==> config.mk <==
export PLATFORM = sky130hd
export DESIGN_NAME = slack_rx_link
export DESIGN_NICKNAME = d
export VERILOG_FILES = /design/src/rtl/slack_pkg.sv /design/src/rtl/slack_fifo.sv /design/src/rtl/rx_sorter.sv /design/src/rtl/flow_tx.sv /design/src/rtl/slack_rx_link.sv
export SDC_FILE = /design/constraint.sdc
export NUM_CORES = 1
export LEC_CHECK = 0
export BUFFER_PORTS_ARGS = -buffer_cell sky130_fd_sc_hd__buf_2
export CORE_MARGIN = 2
export CORE_UTILIZATION = 55
export DETAILED_ROUTE_END_ITERATION = 6
export HOLD_SLACK_MARGIN = 0.03
export PLACE_DENSITY = 0.74
export SLEW_MARGIN = 20
export SYNTH_ARGS = -nofsm -noshare
export SYNTH_HDL_FRONTEND = slang
export SYNTH_HIERARCHICAL = 1
export SYNTH_SLANG_ARGS = --single-unit
export TNS_END_PERCENT = 20
==> constraint.sdc <==
create_clock -name clk -period 2.8 [get_ports clk]
set_input_delay 0.14 -clock clk [delete_from_list [all_inputs] [get_ports clk]]
set_output_delay 0.14 -clock clk [all_outputs]
set_load 0.01 [all_outputs]
==> src/rtl/slack_pkg.sv <==
// Shared symbol type and flow-control codes for the slack buffer receiver.
// Assumes a 9-bit symbol with the control flag in bit 8.
package slack_pkg;
    localparam int SYM_W = 9;
    typedef logic [SYM_W-1:0] sym_t;

    localparam sym_t STOP_SYM = 9'h1F1;
    localparam sym_t GO_SYM   = 9'h1F2;

    // True for the two symbols that regulate the link instead of carrying data
    function automatic logic is_flow(input sym_t s);
        return (s == STOP_SYM) || (s == GO_SYM);
    endfunction
endpackage

==> src/rtl/slack_fifo.sv <==
// Circular FIFO of any depth (not limited to a power of two) with an
// occupancy count. A write into a full FIFO is ignored, and so is a read
// from an empty one. Read data comes straight from storage.
module slack_fifo #(
    parameter int DEPTH = 80,
    parameter int W     = 9,
    localparam int PTR_W = (DEPTH > 1) ? $clog2(DEPTH) : 1,
    localparam int LVL_W = $clog2(DEPTH + 1)
) (
    input  logic             clk,
    input  logic             rst_n,
    input  logic             wr_en,
    input  logic [W-1:0]     wr_data,
    input  logic             rd_en,
    output logic [W-1:0]     rd_data,
    output logic [LVL_W-1:0] level,
    output logic             full,
    output logic             empty
);
    localparam logic [PTR_W-1:0] LAST = PTR_W'(DEPTH - 1);
    localparam logic [LVL_W-1:0] FULL_LVL = LVL_W'(DEPTH);

    logic [W-1:0]     mem [DEPTH];
    logic [PTR_W-1:0] wr_ptr, rd_ptr;
    logic             do_wr, do_rd;

    assign full    = (level == FULL_LVL);
    assign empty   = (level == '0);
    assign do_wr   = wr_en && !full;
    assign do_rd   = rd_en && !empty;
    assign rd_data = mem[rd_ptr];

    // Storage write; contents need no reset
    always_ff @(posedge clk) begin
        if (do_wr) mem[wr_ptr] <= wr_data;
    end

    // Pointer advance with wrap at DEPTH
    always_ff @(posedge clk) begin
        if (!rst_n) begin
            wr_ptr <= '0;
            rd_ptr <= '0;
        end else begin
            if (do_wr) wr_ptr <= (wr_ptr == LAST) ? '0 : wr_ptr + 1'b1;
            if (do_rd) rd_ptr <= (rd_ptr == LAST) ? '0 : rd_ptr + 1'b1;
        end
    end

    // Occupancy tracking
    always_ff @(posedge clk) begin
        if (!rst_n)               level <= '0;
        else if (do_wr && !do_rd) level <= level + 1'b1;
        else if (do_rd && !do_wr) level <= level - 1'b1;
    end
endmodule

==> src/rtl/rx_sorter.sv <==
// Splits the incoming symbol stream. Stop and go symbols are removed and
// drive the local pause flag; every other symbol is passed on for storage.
// Assumes at most one symbol per cycle.
module rx_sorter
    import slack_pkg::*;
(
    input  logic clk,
    input  logic rst_n,
    input  logic rx_valid,
    input  sym_t rx_sym,
    output logic store_en,
    output logic paused
);
    assign store_en = rx_valid && !is_flow(rx_sym);

    // Pause flag follows the last flow symbol seen from the far end
    always_ff @(posedge clk) begin
        if (!rst_n)                             paused <= 1'b0;
        else if (rx_valid && rx_sym == STOP_SYM) paused <= 1'b1;
        else if (rx_valid && rx_sym == GO_SYM)   paused <= 1'b0;
    end
endmodule

==> src/rtl/flow_tx.sv <==
// Outgoing channel driver. A hysteresis state machine on the fill level
// decides when a stop or go is due. A due flow symbol wins the channel;
// otherwise a local symbol is sent unless the far end has paused us.
// Output is registered, so a symbol appears one cycle after its decision.
module flow_tx
    import slack_pkg::*;
#(
    parameter int LVL_W    = 7,
    parameter int STOP_LVL = 48,
    parameter int GO_LVL   = 32
) (
    input  logic             clk,
    input  logic             rst_n,
    input  logic [LVL_W-1:0] level,
    input  logic             paused,
    input  logic             req_valid,
    input  sym_t             req_sym,
    output logic             req_ready,
    output logic             tx_valid,
    output sym_t             tx_sym
);
    localparam logic [LVL_W-1:0] HI = LVL_W'(STOP_LVL);
    localparam logic [LVL_W-1:0] LO = LVL_W'(GO_LVL);

    logic stopped;
    logic need_stop, need_go;

    assign need_stop = !stopped && (level >= HI);
    assign need_go   = stopped && (level <= LO);
    assign req_ready = !paused && !need_stop && !need_go;

    // Remember which flow symbol was sent last
    always_ff @(posedge clk) begin
        if (!rst_n)         stopped <= 1'b0;
        else if (need_stop) stopped <= 1'b1;
        else if (need_go)   stopped <= 1'b0;
    end

    // Choose and register the symbol for the outgoing channel
    always_ff @(posedge clk) begin
        if (!rst_n) begin
            tx_valid <= 1'b0;
            tx_sym   <= '0;
        end else if (need_stop) begin
            tx_valid <= 1'b1;
            tx_sym   <= STOP_SYM;
        end else if (need_go) begin
            tx_valid <= 1'b1;
            tx_sym   <= GO_SYM;
        end else if (req_valid && req_ready) begin
            tx_valid <= 1'b1;
            tx_sym   <= req_sym;
        end else begin
            tx_valid <= 1'b0;
        end
    end
endmodule

==> src/rtl/slack_rx_link.sv <==
// Receive side of a byte link with stop/go flow control. Incoming data goes
// to a slack FIFO whose depth is split into slack above the stop level, a
// hysteresis band, and slack below the go level. The block also gates the
// local transmitter on flow symbols from the far end. An overflow drops
// the arriving symbol and sets a sticky error.
module slack_rx_link
    import slack_pkg::*;
#(
    parameter int SLACK_ABOVE = 32,
    parameter int HYST_BAND   = 16,
    parameter int SLACK_BELOW = 32
) (
    input  logic       clk,
    input  logic       rst_n,
    input  logic       rx_valid,
    input  logic [8:0] rx_sym,
    output logic       out_valid,
    output logic [8:0] out_sym,
    input  logic       out_ready,
    input  logic       tx_req_valid,
    input  logic [8:0] tx_req_sym,
    output logic       tx_req_ready,
    output logic       tx_valid,
    output logic [8:0] tx_sym,
    output logic       ovf_err
);
    localparam int DEPTH    = SLACK_ABOVE + HYST_BAND + SLACK_BELOW;
    localparam int STOP_LVL = SLACK_BELOW + HYST_BAND;
    localparam int GO_LVL   = SLACK_BELOW;
    localparam int LVL_W    = $clog2(DEPTH + 1);

    logic             store_en, paused;
    logic             fifo_full, fifo_empty;
    logic [LVL_W-1:0] fill_lvl;

    rx_sorter u_sort (
        .clk      (clk),
        .rst_n    (rst_n),
        .rx_valid (rx_valid),
        .rx_sym   (rx_sym),
        .store_en (store_en),
        .paused   (paused)
    );

    slack_fifo #(.DEPTH(DEPTH), .W(SYM_W)) u_fifo (
        .clk     (clk),
        .rst_n   (rst_n),
        .wr_en   (store_en),
        .wr_data (rx_sym),
        .rd_en   (out_ready),
        .rd_data (out_sym),
        .level   (fill_lvl),
        .full    (fifo_full),
        .empty   (fifo_empty)
    );

    assign out_valid = !fifo_empty;

    flow_tx #(.LVL_W(LVL_W), .STOP_LVL(STOP_LVL), .GO_LVL(GO_LVL)) u_tx (
        .clk       (clk),
        .rst_n     (rst_n),
        .level     (fill_lvl),
        .paused    (paused),
        .req_valid (tx_req_valid),
        .req_sym   (tx_req_sym),
        .req_ready (tx_req_ready),
        .tx_valid  (tx_valid),
        .tx_sym    (tx_sym)
    );

    // Sticky record of a symbol lost to a full FIFO
    always_ff @(posedge clk) begin
        if (!rst_n)                     ovf_err <= 1'b0;
        else if (store_en && fifo_full) ovf_err <= 1'b1;
    end
endmodule

==> impl_metrics.tcl, run 1 <==
set metrics [dict create \
    outcome "finished, violations left" \
    failed_checks "setup timing" \
    antenna_left 0 \
    cts.sink_count 761 \
    dieArea_sq_mm 0.05640 \
    placed_area_sq_mm 0.03215 \
    vias 15810 \
    insertion_delay_ns 0.61 \
    io_buffers 44 \
    grt_pass1_wl_mm 101.2 \
    final_common_cell "edfxtp_1" \
    rsz0062_at_grt "yes" \
    yosysWarningCount 6 \
    numCtsBuffers 77 \
    ir_drop_uv 614.8 \
    pre_cts_ws_ns -0.2564 \
    coreArea_sq_mm 0.05381 \
    synth-edff-count 720 \
    synthTopCellsByArea "edfxtp_1, mux4_2, mux2i_1" \
    fmax_ghz 0.2991 \
    route.detailed.drc 0 \
    tritoncts "done" \
    hold_violations 0 \
    end_kind "output port" \
    area_growth_pct 18.00 \
    synth_async_sr_flop_share_pct 0 \
    drive_above_1_share_pct 30.03 \
    p_per_area_mw_per_mm2 743.3 \
    leakage_nw 11.21 \
    tns_ns -4.027 \
    avgSynthCellArea_sq_um 19.65 \
    hpwl_mm 40.40 \
    worst_pin_slew_ns 1.131 \
    hold_class "in2reg" \
    fillers 3469 \
    grt_max_degree 83 \
    setup_violations 9 \
    finalCritPeriodShare_pct 119.4 \
    synth.largest_area_cell "edfxtp_1" \
    synthCells 1526 \
    critPathMaxFanout 8 \
    io_pins 45 \
    fin_area_sq_mm 0.03538 \
    syn-num-nets 1559 \
    multiInputGateArea_sq_mm 0.007373 \
    seq_area_sq_mm 0.02245 \
    skew_ns 0.02209 \
    start_util_pct 55.72 \
    nNetsFinal 1812 \
    routed_wl_mm 67.81 \
    ys_ff_latch 761 \
    grt.total_usage_pct 24.42 \
    holdWs_ns 0.08794 \
    diodes 0 \
    drtPass1Iterations 6 \
    path_class "reg2out" \
    grt_pass1_vias 15890 \
    cp.arrival_ns 3.20 \
    report.final.slew_viol_count 0 \
    wire_per_inst_um 26.76 \
    cts_max_level 3 \
    ys_types 62 \
    drt_iter0_drc 1794 \
    vias_per_cell 6.240 \
    rows 85 \
    cp-start-kind "flip-flop" \
    cts_buffer_depth 3 \
    layout_common_cells "edfxtp_1, buf_4, mux4_2, mux2i_1, nor2_1" \
    synth_top_area_share_pct 72.10 \
    min_period_ns 3.344 \
    max_cap_violations 0 \
    fp.dieW_um 237.5 \
    antenna_found_initial 2 \
    hp-start "tx_req_valid" \
    fin_ws_ns -0.5439 \
    dieHeight_um 237.5 \
    gp_congestion 0.9269 \
    syn_area_sq_mm 0.02999 \
    cts_root_buf "clkbuf_16" \
    worst_r2r_startpoint "u_fifo/level[5]" \
    slew_headroom_pct 24.32 \
    clkTransAtPathRegs_ns 0.06 \
    synthFlopType "edfxtp_1" \
    seq_area_frac_synth_pct 74.84 \
    grt_overflow 0 \
    cp.required_ns 2.66 \
]
critical path, stage by stage, from the launching register on:
cell	delay, ns
dfxtp_4	0.40
buf_12	0.13
buf_12	0.13
mux4_2	0.57
mux2i_1	0.24
nor2_1	0.10
a2111oi_4	0.28
buf_4	0.19
a211oi_2	0.06
a221o_1	0.34
buf_2	0.15
routing by layer:
metal,GRT usage (%),wire length [um]
met1,34.65,27260
met2,39.85,33480
met3,4.622,5671
met4,5.889,1378
met5,0,12
Yosys cell counts (all sizes together), types with 18 or more instances:
cell type / n
edfxtp: 720
mux4: 153
mux2i: 115
nor2: 106
buf: 56
dfxtp: 41
nand2: 36
clkbuf: 24
a21oi: 21
a22o: 18
o221ai: 18
registers in the layout (all words and copies together), names as in the netlist, named ones only:
| register | flops |
|---|---|
| ovf_err | 1 |
| u_fifo/level | 7 |
| u_fifo/mem | 720 |
| u_fifo/rd_ptr | 7 |
| u_fifo/wr_ptr | 7 |
| u_sort/paused | 1 |
| u_tx/stopped | 1 |
| u_tx/tx_sym | 9 |
| u_tx/tx_valid | 1 |
where the power goes:
group          internal [mW]  switching [mW]
logic                   1.90            1.97
clock network           5.63            4.11
registers               12.6           0.119
final timing paths:
path	to	slack (ns)	depth (start not counted)
worst min register to register	u_fifo/level[6]	0.52	2
worst max register to register	u_fifo/level[5]	0.07	14
worst min-delay path	u_tx/tx_sym[1]	0.09	4
worst max-delay path	out_sym[1]	-0.54	10
logic make-up after synthesis:
logic type                 share of synthesized area (%)
DFF                                                74.84
muxes                                              15.41
and+or+nand+nor                                    3.935
AOI/OAI and AO/OA                                  3.438
buffers and inverters                              1.619
xor gates and xnor gates                          0.3213
adders and majority gates                         0.4423
area by class of cell:
class | instances | share of cell area [%]
Timing Repair Buffer | 254 | 6.390
Clock buffer | 107 | 5.941
Sequential cell | 761 | 63.45
Inverter | 11 | 0.1167
Tap cell | 696 | 2.461
Multi-Input combinational cell | 674 | 20.84
Clock inverter | 31 | 0.7992
per-stage QoR:
stage | instances | total power, mW | utilization (%)
finish | 2534 | 26.30 | 65.75
global route | 2534 | 27.13 | 65.75
CTS | 2533 | 26.40 | 65.61
detailed placement | 2361 | 16.43 | 59.74
global placement | 2361 | 16.35 | 59.74
floorplan | 1526 | 15.04 | -
timing repair:
item	4_1_cts	5_1_grt
setup buffers	14	1
gates resized for setup	76	11
hold buffers	15	0
gates cloned	5	0
pin swaps	17	2
hold endpoints to repair	19	0
setup endpoints to repair	10	12
Note: power is estimated with default switching activity, not from simulation.
==> run 2: changes to the inputs <==
Settings changed: PLACE_DENSITY 0.74 to 0.81.
==> run 2 against run 1 <==
  * The run still ends with setup timing left
  * Sequential power about the same
  * Setup slack worse by 0.0077 ns
  * Sequential share of layout area down 0.41 points
  * Register-to-register slack worse by 0.04 ns
  * Critical path depth is the same
  * Sequential cell count stayed put
  * Design area grew 0.66%
  * Wire length rose by 8.4%
  * Non-clock buffer count grew 28
  * Highest routed layer is now met4
==> impl_metrics.tcl, run 2 (synthesized netlist as in run 1, its figures left out) <==
set metrics [dict create \
    cp_cell_sequence "buf_12, buf_16, mux4_2, mux2i_4, nor2_2, a2111oi_4, buf_4, a211oi_2, a221o_1, buf_2" \
    hold_violations 0 \
    grt_pass1_wl_mm 108.9 \
    fmax_ghz 0.2984 \
    cts_buffer_depth 3 \
    dp.cells 2389 \
    power.switching_mw 6.323 \
    hold_class "in2reg" \
    routed_wl_mm 73.48 \
    grt_max_degree 81 \
    antenna_found_initial 4 \
    p_int_mw 19.89 \
    slew_headroom_pct 33.00 \
    min_period_ns 3.352 \
    failed_checks "setup timing" \
    cp.arrival_ns 3.21 \
    layout_common_cells "edfxtp_1, buf_4, mux4_2, nor2_1, mux2i_1" \
    critPathMaxFanout 6 \
    tns_ns -4.705 \
    skew_ns 0.01661 \
    start_util_pct 55.72 \
    rsz0062_at_grt "yes" \
    largestRegisters "u_fifo/mem x720, u_tx/tx_sym x9" \
    ir_drop_uv 548.7 \
    fin_ws_ns -0.5515 \
    regMostFlops "u_fifo/mem" \
    cpPeakStageDelay_ns 0.54 \
    coreArea_sq_mm 0.05381 \
    worstHoldPathCells 4 \
    r2r_end "u_fifo/level[6]" \
    vias_per_cell 6.492 \
    grt_overflow 0 \
    insertion_delay_ns 0.62 \
    finalCritPeriodShare_pct 119.7 \
    crit_slowest_cell "mux4_2" \
    dieHeight_um 237.5 \
    setup_violations 9 \
    gp_congestion 0.8603 \
    p_seq_share_pct 48.4 \
    final_common_cell "edfxtp_1" \
    worst_pin_slew_ns 1.005 \
    io_buffers 44 \
    path_class "reg2out" \
    p_per_area_mw_per_mm2 736.1 \
    end_kind "output port" \
    dieArea_sq_mm 0.05640 \
    leakage_nw 11.36 \
    outcome "finished, violations left" \
    reg2reg_depth 13 \
    nNetsFinal 1837 \
    hpwl_mm 41.69 \
    antenna_left 0 \
    pwr-share-comb_pct 15.1 \
    clkTransAtPathRegs_ns 0.07 \
    fp.dieW_um 237.5 \
    wire_per_inst_um 28.71 \
    drt_iter0_drc 2237 \
    vias 16610 \
    cts_max_level 3 \
    tritoncts "done" \
    grt.total_usage_pct 26.54 \
    io_pins 45 \
    drive_above_1_share_pct 31.60 \
    route.detailed.drc 0 \
    p_sw_share_pct 24.12 \
    worst_r2r_startpoint "u_fifo/level[1]" \
    area_growth_pct 18.78 \
    drtPass1Iterations 7 \
    cp-start-kind "flip-flop" \
    holdPathEnd "u_tx/tx_sym[1]" \
    hp-start "tx_req_valid" \
    ff2ff_setup_slack_ns 0.03 \
    layoutNonFillerInstCount 2559 \
    numCtsBuffers 74 \
    clkPwrFrac_pct 36.5 \
    largest_reg_flops 720 \
    cts_root_buf "clkbuf_16" \
    max_cap_violations 0 \
    rows 85 \
    fillers 3239 \
    grt_pass1_vias 16810 \
    cts.sink_count 761 \
    cp.required_ns 2.66 \
    report.final.slew_viol_count 0 \
]
[run 2: cell types whose count changed in the layout (fill, tap and decap cells not counted), moves of 3 or more]
| cell | delta |
|---|---|
| buf_4 | +30 |
| clkinv_1 | +6 |
| mux2i_2 | +12 |
| clkbuf_16 | -3 |
| inv_6 | +4 |
| clkbuf_1 | -3 |
| mux2i_1 | -13 |
| clkinv_2 | -6 |
| bufbuf_16 | +3 |
[run 2: area by class of cell]
cell class	instances	area, sq um	area share (%)
clock inverters	32	281.5	0.7904
clock buffers	101	2016	5.659
diodes	2	5.005	0.01405
multi-input cells	674	7440	20.89
repair buffers	282	2510	7.047
flip-flops and latches	761	22450	63.04
well taps	696	870.8	2.445
inverters	11	41.29	0.1159
[run 2: worst max path at each step]
stage                 endpoint  slack (ns)  depth (start not counted)
6_report            out_sym[5]       -0.55                         10
5_1_grt             out_sym[3]       -0.61                         10
4_1_cts             out_sym[5]       -0.50                          9
3_5_place_dp   u_fifo/level[6]       -0.68                         15
3_3_place_gp   u_fifo/level[6]       -0.68                         15
2_1_floorplan  u_fifo/level[6]      0.0006                         12
[run 2: metal layers]
layer / track usage [%] / vias to the layer above / routed length [um]
met5: 0 / - / 0
met4: 11.72 / 0 / 3455
met3: 5.783 / 212 / 7238
met2: 42.62 / 1079 / 35820
met1: 35.40 / 8493 / 26960
li1: - / 6828 / -
[run 2: what timing repair did]
item | 4_1_cts | 5_1_grt
endpoints found under the setup margin | 10 | 12
pin swaps | 14 | 8
buffers inserted | 14 | 4
hold buffers | 13 | 0
endpoints found under the hold margin | 21 | 0
gates cloned | 7 | 0
resized for setup | 68 | 22
[run 2: metrics by stage]
stage / instance area, sq um / setup slack [ns] / power (mW) / hold slack, ns / utilization, %
5_1_grt: 35610 / -0.6064 / 26.99 / 0.07282 / 66.18
3_3_place_gp: 32380 / -0.6755 / 16.39 / 0.4559 / 60.17
2_1_floorplan: 30000 / 0.0005926 / 15.04 / 0.2389 / -
3_5_place_dp: 32380 / -0.6794 / 16.48 / 0.4770 / 60.17
4_1_cts: 35510 / -0.5044 / 26.18 / 0.04068 / 65.98
6_report: 35620 / -0.5515 / 26.22 / 0.06737 / 66.18
[run 2: power by group through the flow]
stage               Combinational (mW)  Sequential [mW]  Clock (mW)
floorplan                         2.12             12.9           0
global placement                  3.43             13.0           0
detailed placement                3.51             13.0           0
CTS                               3.86             12.7        9.64
global route                      4.17             12.7        10.1
finish                            3.96             12.7        9.56
[run 2: worst max-delay path: cells and delay by family, from the launching register on]
family	cells	cell delay, ns
mux	2	0.77
compound gates	3	0.72
buf+inv	4	0.59
flops	1	0.42
simple gates	1	0.08
